**src/rtl/lcdaddr_pkg.sv**
```systemverilog
package lcdaddr_pkg;

    typedef enum logic [2:0] {
        OP_SET_COL  = 3'd0,
        OP_SET_BANK = 3'd1,
        OP_FUNC     = 3'd2,
        OP_MUX      = 3'd3,
        OP_DISP     = 3'd4
    } cmd_op_e;

    typedef enum logic [1:0] {
        MUX_17 = 2'd0,
        MUX_26 = 2'd1,
        MUX_34 = 2'd2
    } mux_e;

    typedef enum logic [1:0] {
        AM_HORIZ = 2'd0,
        AM_VERT  = 2'd1,
        AM_ICON  = 2'd2
    } step_mode_e;

    typedef struct packed {
        logic set_col;
        logic set_bank;
        logic func;
        logic mux;
        logic disp;
    } cmd_strobe_t;

endpackage

```
**src/rtl/cmd_decode.sv**
```systemverilog
module cmd_decode
    import lcdaddr_pkg::*;
(
    input  logic        cmd_valid,
    input  logic [2:0]  cmd_op,
    output cmd_strobe_t strobe
);

    always_comb begin
        strobe = '0;
        if (cmd_valid) begin
            unique case (cmd_op_e'(cmd_op))
                OP_SET_COL:  strobe.set_col  = 1'b1;
                OP_SET_BANK: strobe.set_bank = 1'b1;
                OP_FUNC:     strobe.func     = 1'b1;
                OP_MUX:      strobe.mux      = 1'b1;
                OP_DISP:     strobe.disp     = 1'b1;
                default:     strobe          = '0;
            endcase
        end
    end

    always_comb begin
        assert ($onehot0(strobe));
    end

endmodule

```
**src/rtl/mode_regs.sv**
```systemverilog
module mode_regs
    import lcdaddr_pkg::*;
(
    input  logic        clk,
    input  logic        rst_n,
    input  cmd_strobe_t strobe,
    input  logic [2:0]  arg,
    output logic        vert,
    output logic        pd,
    output logic [1:0]  mux_rate,
    output logic [1:0]  disp_mode,
    output logic        icon_mode
);

    mux_e mux_q, mux_d;
    logic vert_q, pd_q, d_q, e_q, im_q;

    always_comb begin
        mux_d = mux_q;
        unique case (arg[1:0])
            2'b00:   mux_d = MUX_17;
            2'b10:   mux_d = MUX_26;
            2'b01:   mux_d = MUX_34;
            default: mux_d = mux_q;
        endcase
    end

    always_ff @(posedge clk or negedge rst_n) begin
        if (!rst_n) begin
            vert_q <= 1'b0;
            pd_q   <= 1'b1;
            mux_q  <= MUX_17;
            d_q    <= 1'b0;
            e_q    <= 1'b0;
            im_q   <= 1'b0;
        end else begin
            if (strobe.func) begin
                vert_q <= arg[0];
                pd_q   <= arg[1];
            end
            if (strobe.mux) mux_q <= mux_d;
            if (strobe.disp) begin
                e_q  <= arg[0];
                d_q  <= arg[1];
                im_q <= arg[2];
            end
        end
    end

    assign vert      = vert_q;
    assign pd        = pd_q;
    assign mux_rate  = mux_q;
    assign disp_mode = {d_q, e_q};
    assign icon_mode = im_q;

    AST_MUX_LEGAL: assert property (@(posedge clk) disable iff (!rst_n)
        mux_rate != 2'b11);
    AST_MUX_HOLD: assert property (@(posedge clk) disable iff (!rst_n)
        !strobe.mux |=> $stable(mux_rate));
    AST_DISP_HOLD: assert property (@(posedge clk) disable iff (!rst_n)
        !strobe.disp |=> $stable(disp_mode) && $stable(icon_mode));

endmodule

```
**src/rtl/addr_stepper.sv**
```systemverilog
module addr_stepper
    import lcdaddr_pkg::*;
#(
    parameter int NUM_COLS  = 128,
    parameter int PIX_BANKS = 5,
    localparam int COL_W    = $clog2(NUM_COLS),
    localparam int BANK_W   = $clog2(PIX_BANKS + 1)
) (
    input  logic              clk,
    input  logic              rst_n,
    input  logic              load_col,
    input  logic              load_bank,
    input  logic [COL_W-1:0]  col_arg,
    input  logic [BANK_W-1:0] bank_arg,
    input  logic              step,
    input  logic              vert,
    output logic [COL_W-1:0]  col,
    output logic [BANK_W-1:0] bank
);

    localparam logic [COL_W-1:0]  COL_LAST  = COL_W'(NUM_COLS - 1);
    localparam logic [BANK_W-1:0] ICON_BANK = BANK_W'(PIX_BANKS);
    localparam logic [BANK_W-1:0] PIX_LAST  = BANK_W'(PIX_BANKS - 1);

    logic [COL_W-1:0]  col_q, col_d, col_inc;
    logic [BANK_W-1:0] bank_q, bank_d, bank_inc;
    step_mode_e        mode;

    always_comb begin
        if (bank_q == ICON_BANK) mode = AM_ICON;
        else if (vert)           mode = AM_VERT;
        else                     mode = AM_HORIZ;
    end

    assign col_inc  = (col_q == COL_LAST) ? '0 : col_q + 1'b1;
    assign bank_inc = (bank_q == PIX_LAST) ? '0 : bank_q + 1'b1;

    always_comb begin
        col_d  = col_q;
        bank_d = bank_q;
        if (load_col) begin
            col_d = col_arg;
        end else if (load_bank) begin
            if (bank_arg <= ICON_BANK) bank_d = bank_arg;
        end else if (step) begin
            unique case (mode)
                AM_HORIZ: begin
                    col_d = col_inc;
                    if (col_q == COL_LAST) bank_d = bank_inc;
                end
                AM_VERT: begin
                    bank_d = bank_inc;
                    if (bank_q == PIX_LAST) col_d = col_inc;
                end
                AM_ICON: col_d = col_inc;
                default: ;
            endcase
        end
    end

    always_ff @(posedge clk or negedge rst_n) begin
        if (!rst_n) begin
            col_q  <= '0;
            bank_q <= '0;
        end else begin
            col_q  <= col_d;
            bank_q <= bank_d;
        end
    end

    assign col  = col_q;
    assign bank = bank_q;

    AST_BANK_RANGE: assert property (@(posedge clk) disable iff (!rst_n)
        bank <= ICON_BANK);
    AST_HORIZ_STEP: assert property (@(posedge clk) disable iff (!rst_n)
        step && !load_col && !load_bank && !vert && bank < ICON_BANK && col != COL_LAST
        |=> col == $past(col) + 1'b1 && $stable(bank));
    AST_VERT_STEP: assert property (@(posedge clk) disable iff (!rst_n)
        step && !load_col && !load_bank && vert && bank < PIX_LAST
        |=> bank == $past(bank) + 1'b1 && $stable(col));
    AST_ICON_HOLD: assert property (@(posedge clk) disable iff (!rst_n)
        step && !load_bank && bank == ICON_BANK |=> bank == ICON_BANK);

endmodule

```
**src/rtl/dram_wr_addr.sv**
```systemverilog
module dram_wr_addr
    import lcdaddr_pkg::*;
#(
    parameter int NUM_COLS  = 128,
    parameter int PIX_BANKS = 5,
    parameter int DATA_W    = 8,
    localparam int COL_W    = $clog2(NUM_COLS),
    localparam int BANK_W   = $clog2(PIX_BANKS + 1)
) (
    input  logic              clk,
    input  logic              rst_n,
    input  logic              cmd_valid,
    input  logic [2:0]        cmd_op,
    input  logic [COL_W-1:0]  cmd_arg,
    input  logic              wr_valid,
    input  logic [DATA_W-1:0] wr_data,
    output logic              ram_we,
    output logic [BANK_W-1:0] ram_bank,
    output logic [COL_W-1:0]  ram_col,
    output logic [DATA_W-1:0] ram_wdata,
    output logic              pwr_down,
    output logic              disp_on,
    output logic [1:0]        mux_rate,
    output logic [1:0]        disp_mode,
    output logic              icon_mode
);

    cmd_strobe_t       strobe;
    logic              wr_ok, vert, pd;
    logic [COL_W-1:0]  col;
    logic [BANK_W-1:0] bank;

    assign wr_ok = wr_valid && !cmd_valid;

    cmd_decode u_dec (
        .cmd_valid (cmd_valid),
        .cmd_op    (cmd_op),
        .strobe    (strobe)
    );

    mode_regs u_mode (
        .clk       (clk),
        .rst_n     (rst_n),
        .strobe    (strobe),
        .arg       (cmd_arg[2:0]),
        .vert      (vert),
        .pd        (pd),
        .mux_rate  (mux_rate),
        .disp_mode (disp_mode),
        .icon_mode (icon_mode)
    );

    addr_stepper #(
        .NUM_COLS  (NUM_COLS),
        .PIX_BANKS (PIX_BANKS)
    ) u_step (
        .clk       (clk),
        .rst_n     (rst_n),
        .load_col  (strobe.set_col),
        .load_bank (strobe.set_bank),
        .col_arg   (cmd_arg),
        .bank_arg  (cmd_arg[BANK_W-1:0]),
        .step      (wr_ok),
        .vert      (vert),
        .col       (col),
        .bank      (bank)
    );

    always_ff @(posedge clk or negedge rst_n) begin
        if (!rst_n) begin
            ram_we    <= 1'b0;
            ram_bank  <= '0;
            ram_col   <= '0;
            ram_wdata <= '0;
        end else begin
            ram_we <= wr_ok;
            if (wr_ok) begin
                ram_bank  <= bank;
                ram_col   <= col;
                ram_wdata <= wr_data;
            end
        end
    end

    assign pwr_down = pd;
    assign disp_on  = ~pd;

    AST_WR_ACCEPT: assert property (@(posedge clk) disable iff (!rst_n)
        wr_valid && !cmd_valid |=> ram_we && ram_wdata == $past(wr_data));
    AST_CMD_WINS: assert property (@(posedge clk) disable iff (!rst_n)
        cmd_valid |=> !ram_we);
    AST_WR_ADDR: assert property (@(posedge clk) disable iff (!rst_n)
        wr_ok |=> ram_bank == $past(bank) && ram_col == $past(col));

endmodule

```
**config.mk**
```make
export PLATFORM = sky130hd
export DESIGN_NAME = dram_wr_addr
export DESIGN_NICKNAME = d
export VERILOG_FILES = /design/src/rtl/lcdaddr_pkg.sv /design/src/rtl/cmd_decode.sv /design/src/rtl/mode_regs.sv /design/src/rtl/addr_stepper.sv /design/src/rtl/dram_wr_addr.sv
export SDC_FILE = /design/constraint.sdc
export NUM_CORES = 1
export LEC_CHECK = 0
export ABC_CLOCK_PERIOD_IN_PS = 4900
export BUFFER_PORTS_ARGS = -buffer_cell sky130_fd_sc_hd__buf_2
export CAP_MARGIN = 25
export CORE_MARGIN = 1.5
export CORE_UTILIZATION = 56
export CTS_BUF_LIST = sky130_fd_sc_hd__clkbuf_4 sky130_fd_sc_hd__clkbuf_8 sky130_fd_sc_hd__clkbuf_16
export DETAILED_ROUTE_END_ITERATION = 10
export GPL_TIMING_DRIVEN = 0
export MAX_ROUTING_LAYER = met4
export PLACE_DENSITY = 0.83
export SLEW_MARGIN = 10
export SYNTH_ARGS = -nofsm -noshare
export SYNTH_HDL_FRONTEND = slang
export SYNTH_HIERARCHICAL = 1
export SYNTH_SLANG_ARGS = --single-unit
```
**constraint.sdc**
```tcl
create_clock -name clk -period 4.9 [get_ports clk]
set_clock_uncertainty 0.15 [all_clocks]
set_input_delay 0 -clock clk [delete_from_list [all_inputs] [get_ports clk]]
set_output_delay 0 -clock clk [all_outputs]
set_load 0.01 [all_outputs]
```
After elaboration in Yosys (flattened, before gate mapping)
Cells that the tools add are included.
{"block": "word_totals", "regBits": 36, "inputBits": 22, "output_inout_bits": 26, "word_cells": 67}
{"block": "op_classes", "addsub": 2, "magnitude_cmp": 1, "eq_ne": 15, "muxes": 21, "n_bitwise": 2, "reduce_logical": 14}
{"cell": "2-to-1 mux 7 bit", "count": 5}
{"cell": "2-to-1 mux 3 bit", "count": 5}
{"cell": "case mux 7 bit (2 select lines)", "count": 1}
{"cell": "== test 3 bit, second input constant", "count": 3}
{"cell": "nonzero test 3 bit", "count": 3}
{"cell": "adder 7 x 1 -> 7 bit, second input constant", "count": 1}
{"cell": "== test 7 bit, second input constant", "count": 1}
{"cell": "== test 3 x 2 -> 1 bit, second input constant", "count": 2}
{"cell": "2-to-1 mux 1 bit", "count": 6}
{"cell": "!= test 3 x 2 -> 1 bit, second input constant", "count": 2}
{"cell": "case mux 2 bit (3 select lines)", "count": 1}
{"cell": "case mux 3 bit (2 select lines)", "count": 1}
{"cell": "2-to-1 mux 5 bit", "count": 1}
{"cell": "AND reduction 5 bit", "count": 1}
{"cell": "== test 2 x 1 -> 1 bit, second input constant", "count": 2}
{"cell": "== test 2 bit, second input constant", "count": 2}
{"cell": "zero test 2 bit", "count": 2}
{"cell": "!= test 2 x 1 -> 1 bit, second input constant", "count": 2}
{"cell": "AND reduction 4 bit", "count": 1}
{"cell": "nonzero test 2 bit", "count": 2}
{"cell": "adder 3 x 1 -> 3 bit, second input constant", "count": 1}
{"cell": "== test 3 x 1 -> 1 bit, second input constant", "count": 1}
{"cell": "<= comparator 3 bit, second input constant", "count": 1}
{"cell": "zero test 3 bit", "count": 1}
{"cell": "other kinds (6)", "count": 7}

Depth between registers and ports, before layout
Gate-level depths: netlist of run 1.
{"block": "logic_depth", "depth_word": 8, "ltp_mapped": 7, "mapped_depth_nobuf": 6}

Modules after synthesis
Netlist of run 1, hierarchy kept.
{"module": "dram_wr_addr", "n_inst": 1, "cells_per_inst": 41, "area_each_um2": 760.7, "seq_area_each_um2": 475.5}
{"module": "addr_stepper", "n_inst": 1, "cells_per_inst": 77, "area_each_um2": 735.7, "seq_area_each_um2": 250.2}
{"module": "mode_regs", "n_inst": 1, "cells_per_inst": 19, "area_each_um2": 276.5, "seq_area_each_um2": 176.4}
{"module": "cmd_decode", "n_inst": 1, "cells_per_inst": 5, "area_each_um2": 63.8, "seq_area_each_um2": 0.0}

Worst setup path after synthesis of run 1
OpenSTA, ideal clock, no wires.
{"block": "synth_timing", "path_type": "register to register", "startpoint": "register u_step.bank_q[0], in the netlist u_step/bank[0]", "endpoint": "register u_step.col_q[5], in the netlist u_step/col[5]", "setup_time_ps": 120, "arrival_ps": 1410, "required_time_ps": 4630, "path_slack_ps": 3220, "path_stages_with_launch": 7, "path_buffers": 0, "synth_period_minus_slack_ps": 1680, "path_cell_list": "dfrtp_1 -> inv_1 -> ha_1 -> o21ai_4 -> a21oi_2 -> a32o_1 -> a31o_2"}
{"block": "synth_via", "elab_chain_len": 8, "elab_cells_between_ends": 14, "classes_between": "5 x eq/ne; 5 x mux; 4 x reduce/logical"}
{"element": "start, declared", "line_no": "addr_stepper.sv:26", "source": "logic [BANK_W-1:0] bank_q, bank_d, bank_inc;"}
{"element": "start signal, assigned", "line_no": "addr_stepper.sv:67", "source": "bank_q <= bank_d;"}
{"element": "== test 3 bit", "line_no": "addr_stepper.sv:30", "source": "if (bank_q == ICON_BANK) mode = AM_ICON;"}
{"element": "2-to-1 mux 2 bit", "line_no": "addr_stepper.sv:30"}
{"element": "== test 2 bit / zero test 2 bit (equally long branches)", "line_no": "addr_stepper.sv:46", "source": "unique case (mode)"}
{"element": "OR reduction 2 bit (no line)"}
{"element": "case mux 7 bit (2 select lines)", "line_no": "addr_stepper.sv:46"}
{"element": "2-to-1 mux 7 bit", "line_no": "addr_stepper.sv:45", "source": "end else if (step) begin"}
{"element": "2-to-1 mux 7 bit", "line_no": "addr_stepper.sv:43", "source": "end else if (load_bank) begin"}
{"element": "2-to-1 mux 7 bit", "line_no": "addr_stepper.sv:41", "source": "if (load_col) begin"}
{"element": "end signal, assigned", "line_no": "addr_stepper.sv:66", "source": "col_q <= col_d;"}
{"element": "end, declared", "line_no": "addr_stepper.sv:25", "source": "logic [COL_W-1:0] col_q, col_d, col_inc;"}
Several ways; a longest one is shown, not always the timed one. The select of a mux whose other input is x is not followed.
A chain may end at the register's enable or synchronous reset.

==> results.md, run 1 <==
* Startpoint Class: input pin
* Peak supply drop at 0.000311 V
* Ports at 48
* PortBufs at 47
* Post-synth top area share at 0.477
* Post-CTS Resized at 0
* Gpl congestion at around 0.81
* GRT busiest layer: met2
* Placed Cells at between 200 and 250
* Die area at 3630 um2
* Fin area at between 2000 and 2500 um2
* Layout Nets at about 240
* Clock root buffer: clkbuf_4
* Number of enable flip-flop cells after synthesis at 0
* Synth async-reset ratio at 1.00
* Post-DP Area at 2130 um2
* Finished Core Util at 0.784
* Cell accounting for the most synthesized area: dfrtp_1
* Mapped Area at between 1500 and 2000 um2
* Commonest non-fill, non-tap cells in the layout: 48 x buf_2, 35 x dfrtp_1, 19 x dlygate4sd3_1, 14 x mux2_2, 9 x mux2_4
* First-pass GRT wire length at ~6300 um
* Register area share after synthesis at 0.491
* Post-Route WL at 3990 um
* Reg2Reg Setup Slack at roughly 2.5 ns
* Max Fclk at between 400 and 500 MHz
* Pin count of the biggest net entering global routing at 37
* Initial DRT Pass Iterations at 4
* Leak at between 1 and 1.5 nW
* Slew Limit Fails at 0
* Final min period at around 2.4 ns
* Required @ worst endpoint at just over 5 ns
* Critical Path Sink Type: register
* Final Setup Violations at 0
* DRC at 0
* Commonest non-fill, non-tap cell in the layout: buf_2
* Final hold violations at 0
* Post-route setup slack at between 2 and 2.5 ns
* Layout cells sized above 1 at 0.449
* WL per Instance at 15.4 um
* Setup Fix Bufs, Post-CTS at 0
* CTS tree: done
* Vias in the first global route at 1373
* Ant. Diodes at 0
* #FFs+latches synth at 36
* Main synth FF type: dfrtp_1
* RSZ-0062 raised after global routing: no
* Initial antenna violation count at 0
* Setup TNS at 0 ns
* Routed via count at 1391
* Total CTS buffers at 5
* Grt met1 use at 0.282
* Antenna-violating nets left at 0
* Setup Slack @ Placement at around 3.0 ns
* Max cap viols at 0
* Pwr per Cell Area at approximately 450 nW/um2
* Initial DRC count at 66
* Syn Nets at 168
* Worst Path Arrival at roughly 2.5 ns
* H-tree levels at 2
* Sink Count at 36
* Core area at a little over 3000 um2
* Mean post-synth cell area at roughly 13 um2
* Synth warn at 6
* Initial Utilization at 0.597
* Met2 usage at 0.421
* Slew HR at 0.480
* Die Y at around 60 um
* Grt total ovfl at 0
* Synth area leaders: dfrtp_1 48%, mux2_2 8.6%, mux2_4 7.4%
* Fin crit share at 0.491
* Non-Filler Instances at 260
* Cell variety after synth at 43
* Outcome: finished, final reports clean
* Vias/cell at 5.35
* Clock transition at path regs at 0.10 ns
* Critical path class: in -> reg
* Filler cells at approximately 210
* HP Class: in -> reg
* CTS max path bufs at 2
* Width of the die at 60.3 um
* Area growth syn-to-layout at 31.3%
* Crit Path Max Fanout at 10
* DP HPWL at approximately 2600 um
* Post-synthesis cell count at roughly 140
* Worst Tran Pin Value at about 0.8 ns
* M3 GR Usage at 0.0476
* GRT Total Usage at 0.247
* Num rows at 20
* Clk Latency, worst-skew pair at ~0.34 ns
[cell families after synthesis]
| group | count (synthesis) | synth area share |
|---|---|---|
| buffers and inverters | 14 | 0.0463 |
| multiplexers | 27 | 0.181 |
| AND/OR/NAND/NOR | 29 | 0.112 |
| flip-flops | 36 | 0.491 |
| adder cells (fa/ha/maj) | 4 | 0.0272 |
| XOR/XNOR | 3 | 0.0143 |
| AO/OA/AOI/OAI | 29 | 0.127 |
[repair_timing]
item                                    CTS  global route
hold endpoints to repair                 60             0
hold buffers                             19             0
endpoints found under the setup margin    0             0
[critical path, stage by stage]
cell,delay (ns)
dlygate4sd3_1,0.54
buf_2,0.15
and4bb_2,0.24
buf_2,0.18
nand2b_4,0.18
a21oi_2,0.29
nor3b_1,0.23
o22a_1,0.16
dlygate4sd3_1,0.55
[metal layers]
metal	share of wire	wire [um]
met1	0.41	1620
met2	0.53	2100
met3	0.045	181
met4	0.022	88
met5	0	0
[flip-flops by register name (all words and copies together) (netlist names)]
register,flops
ram_bank,3
ram_col,7
ram_wdata,8
ram_we,1
u_mode/d_q,1
u_mode/e_q,1
u_mode/icon_mode,1
u_mode/mux_rate,2
u_mode/pd,1
u_mode/vert,1
u_step/bank,3
u_step/col,7
[worst paths after layout]
path                               startpoint                  to  depth (start not counted)
max                                 cmd_op[2]       u_step/col[0]                          9
min                                 cmd_op[1]       u_step/col[5]                          4
max reg2reg                    u_step/bank[0]       u_step/col[0]                          7
min reg2reg                u_mode/mux_rate[0]  u_mode/mux_rate[0]                          1
max in group asynchronous               rst_n         u_mode/vert                          2
min in group asynchronous               rst_n          ram_col[2]                          2
[where the power goes]
group	leakage [nW]	switching (W)	internal [W]	total [W]
combinational	0.613	0.000174	0.000203	0.000377
clock	0.0515	0.0000961	0.000135	0.000232
sequential	0.428	0.0000923	0.000397	0.000489
[cells in the mapped netlist (2+ instances only)]
library cell,n
a211oi_1,3
a21boi_0,2
a21oi_1,2
and4bb_2,3
buf_4,2
dfrtp_1,35
ha_1,4
inv_1,8
mux2_2,14
mux2_4,9
mux2i_1,4
nand2_1,8
nand2b_1,2
nand3_1,3
nor2_1,4
nor3b_1,2
o21a_1,2
o21ai_0,7
o31a_1,2
xnor2_1,3
[per-stage QoR]
stage	power [W]	hold WS, ns
2_1_floorplan	0.000719	-0.446
3_3_place_gp	0.000828	-0.0366
3_5_place_dp	0.000850	-0.0283
4_1_cts	0.00110	0.0119
5_1_grt	0.00116	0.0475
6_report	0.00110	0.0299
[area by class of cell]
| class | count | area, um2 | share of cell area |
|---|---|---|---|
| Inverter | 8 | 30.0 | 0.0124 |
| Sequential cell | 36 | 902 | 0.374 |
| Clock buffer | 7 | 65.1 | 0.0270 |
| Multi-Input combinational cell | 92 | 850 | 0.352 |
| Clock inverter | 1 | 30.0 | 0.0124 |
| Timing Repair Buffer | 66 | 425 | 0.176 |
| Buffer | 6 | 55.1 | 0.0228 |
| Tap cell | 44 | 55.1 | 0.0228 |
(Power assumes the default switching activity.)
==> run 2, diff against run 1 <==
Settings changed: ABC_CLOCK_PERIOD_IN_PS 4900 to 2400, CORE_UTILIZATION 56 to 52, PLACE_DENSITY 0.83 to 0.78.
Clock period 4.9 ns to 2.4 ns, I/O delays scaled along.
==> results.md, run 2 (synthesis gave the netlist of run 1 again) <==
* Area growth syn-to-layout at 31.2%
* Width of the die at roughly 62 um
* DRC at 0
* Critical path class: reg -> reg
* H-tree levels at 2
* Routed via count at 1382
* CTS tree: done
* Initial Utilization at 0.546
* Final min period at about 2.3 ns
* Antenna-violating nets left at 0
* Hold WS at just over 0.03 ns
* Total CTS buffers at 5
* Sink Count at 36
* Worst Tran Pin Value at ~0.8 ns
* Post-Route WL at ~3800 um
* Fin crit share at 0.950
* GRT Total Usage at 0.216
* Post-route setup slack at between 0.1 and 0.15 ns
* Final Setup Violations at 0
* Critical Path Sink Type: register
* Largest register FFs at 8
* CTS max path bufs at 2
* Ports at 48
* Ant. Diodes at 0
* Max cap viols at 0
* Commonest non-fill, non-tap cells in the layout: 48 x buf_2, 35 x dfrtp_1, 19 x dlygate4sd3_1, 14 x mux2_2, 9 x mux2_4
* Clock transition at path regs at about 0.11 ns
* Max Fclk at between 400 and 500 MHz
* Die area at just under 4000 um2
* Pwr per Cell Area at between 900 and 1000 nW/um2
* Setup Fix Bufs, Post-CTS at 0
* Slew Limit Fails at 0
* Required @ worst endpoint at ~2.5 ns
* Gpl congestion at about 0.78
* Pin count of the biggest net entering global routing at 37
* Setup TNS at 0 ns
* Setup Slack @ Placement at roughly 0.44 ns
* Leak at about 1.1 nW
* Final hold violations at 0
* Num rows at 21
* Core area at ~3400 um2
* Clock root buffer: clkbuf_4
* Layout Nets at about 240
* Initial DRT Pass Iterations at 4
* Outcome: finished, final reports clean
* Layout cells sized above 1 at 0.454
* Startpoint Class: register
* Peak supply drop at 0.000647 V
* Biggest register: ram_wdata
* Vias in the first global route at around 1400
* Initial antenna violation count at 0
* Placed Cells at about 240
* Commonest non-fill, non-tap cell in the layout: buf_2
* Die Y at 62.4 um
* RSZ-0062 raised after global routing: no
* DP HPWL at between 2000 and 3000 um
* Initial DRC count at 31
* Clk Latency, worst-skew pair at 0.34 ns
* Worst Path Arrival at 2.36 ns
* First-pass GRT wire length at between 6000 and 7000 um
* HP Class: in -> reg
* Vias/cell at ~5.3
* WL per Instance at 14.5 um
* Crit Path Max Fanout at 7
* Non-Filler Instances at 262
* PortBufs at 47
* Finished Core Util at 0.717
* Grt total ovfl at 0
* Slew HR at 0.473
## run 2: cell count changes in the layout (fill, tap and decap cells not counted)
cell and change:
clkinv_2 +1, ha_2 +1, a21oi_2 -1, ha_1 -1, a21oi_4 +1, clkbuf_8 -2, clkinvlp_4 +1
## run 2: routing by layer
| metal | GRT usage | up-vias | part of all wire |
|---|---|---|---|
| met5 | - | - | 0 |
| met3 | 0.0324 | 5 | 0.041 |
| met2 | 0.375 | 43 | 0.53 |
| li1 | - | 665 | - |
| met4 | 0.0833 | 0 | 0.013 |
| met1 | 0.253 | 669 | 0.41 |
## run 2: area by class of cell
class / count / area [um2]
Timing Repair Buffer: 66 / 425
Fill cell: 272 / 953
Inverter: 8 / 30.0
Clock inverter: 3 / 42.5
Sequential cell: 36 / 902
Tap cell: 46 / 57.6
Multi-Input combinational cell: 92 / 860
Buffer: 6 / 55.1
Clock buffer: 5 / 37.5
## run 2: repair_timing
item                                    in CTS  in global routing
endpoints found under the setup margin       0                  1
hold buffers                                19                  0
hold endpoints to repair                    60                  0
resized for setup                            0                  2
## run 2: power breakdown
part	internal [W]	leakage, nW	switching, W
registers	0.000810	0.428	0.000193
clock network	0.000217	0.0412	0.000206
logic	0.000417	0.613	0.000350
## run 2: critical path, stage by stage (launching register included)
cell,delay [ns]
dfrtp_1,0.45
inv_1,0.09
ha_2,0.23
o21ai_4,0.23
a21oi_4,0.12
nor3b_1,0.16
o22a_1,0.18
dlygate4sd3_1,0.56
## run 2: worst paths after layout
path / startpoint / depth (start not counted) / slack, ns / to
max in group asynchronous: rst_n / 2 / 1.48 / u_step/bank[0]
min in group asynchronous: rst_n / 2 / 0.12 / ram_col[1]
max: u_step/bank[0] / 7 / 0.12 / u_step/col[0]
min: cmd_op[0] / 4 / 0.03 / u_step/col[5]
min reg2reg: u_mode/icon_mode / 1 / 0.37 / u_mode/icon_mode
max reg2reg: u_step/bank[0] / 7 / 0.12 / u_step/col[0]
## run 2: per-stage QoR
stage	area [um2]	power (W)
after CTS	2400	0.00220
after floorplan	1840	0.00147
after detailed placement	2130	0.00174
after global routing	2410	0.00233
final	2410	0.00219
after global placement	2130	0.00169
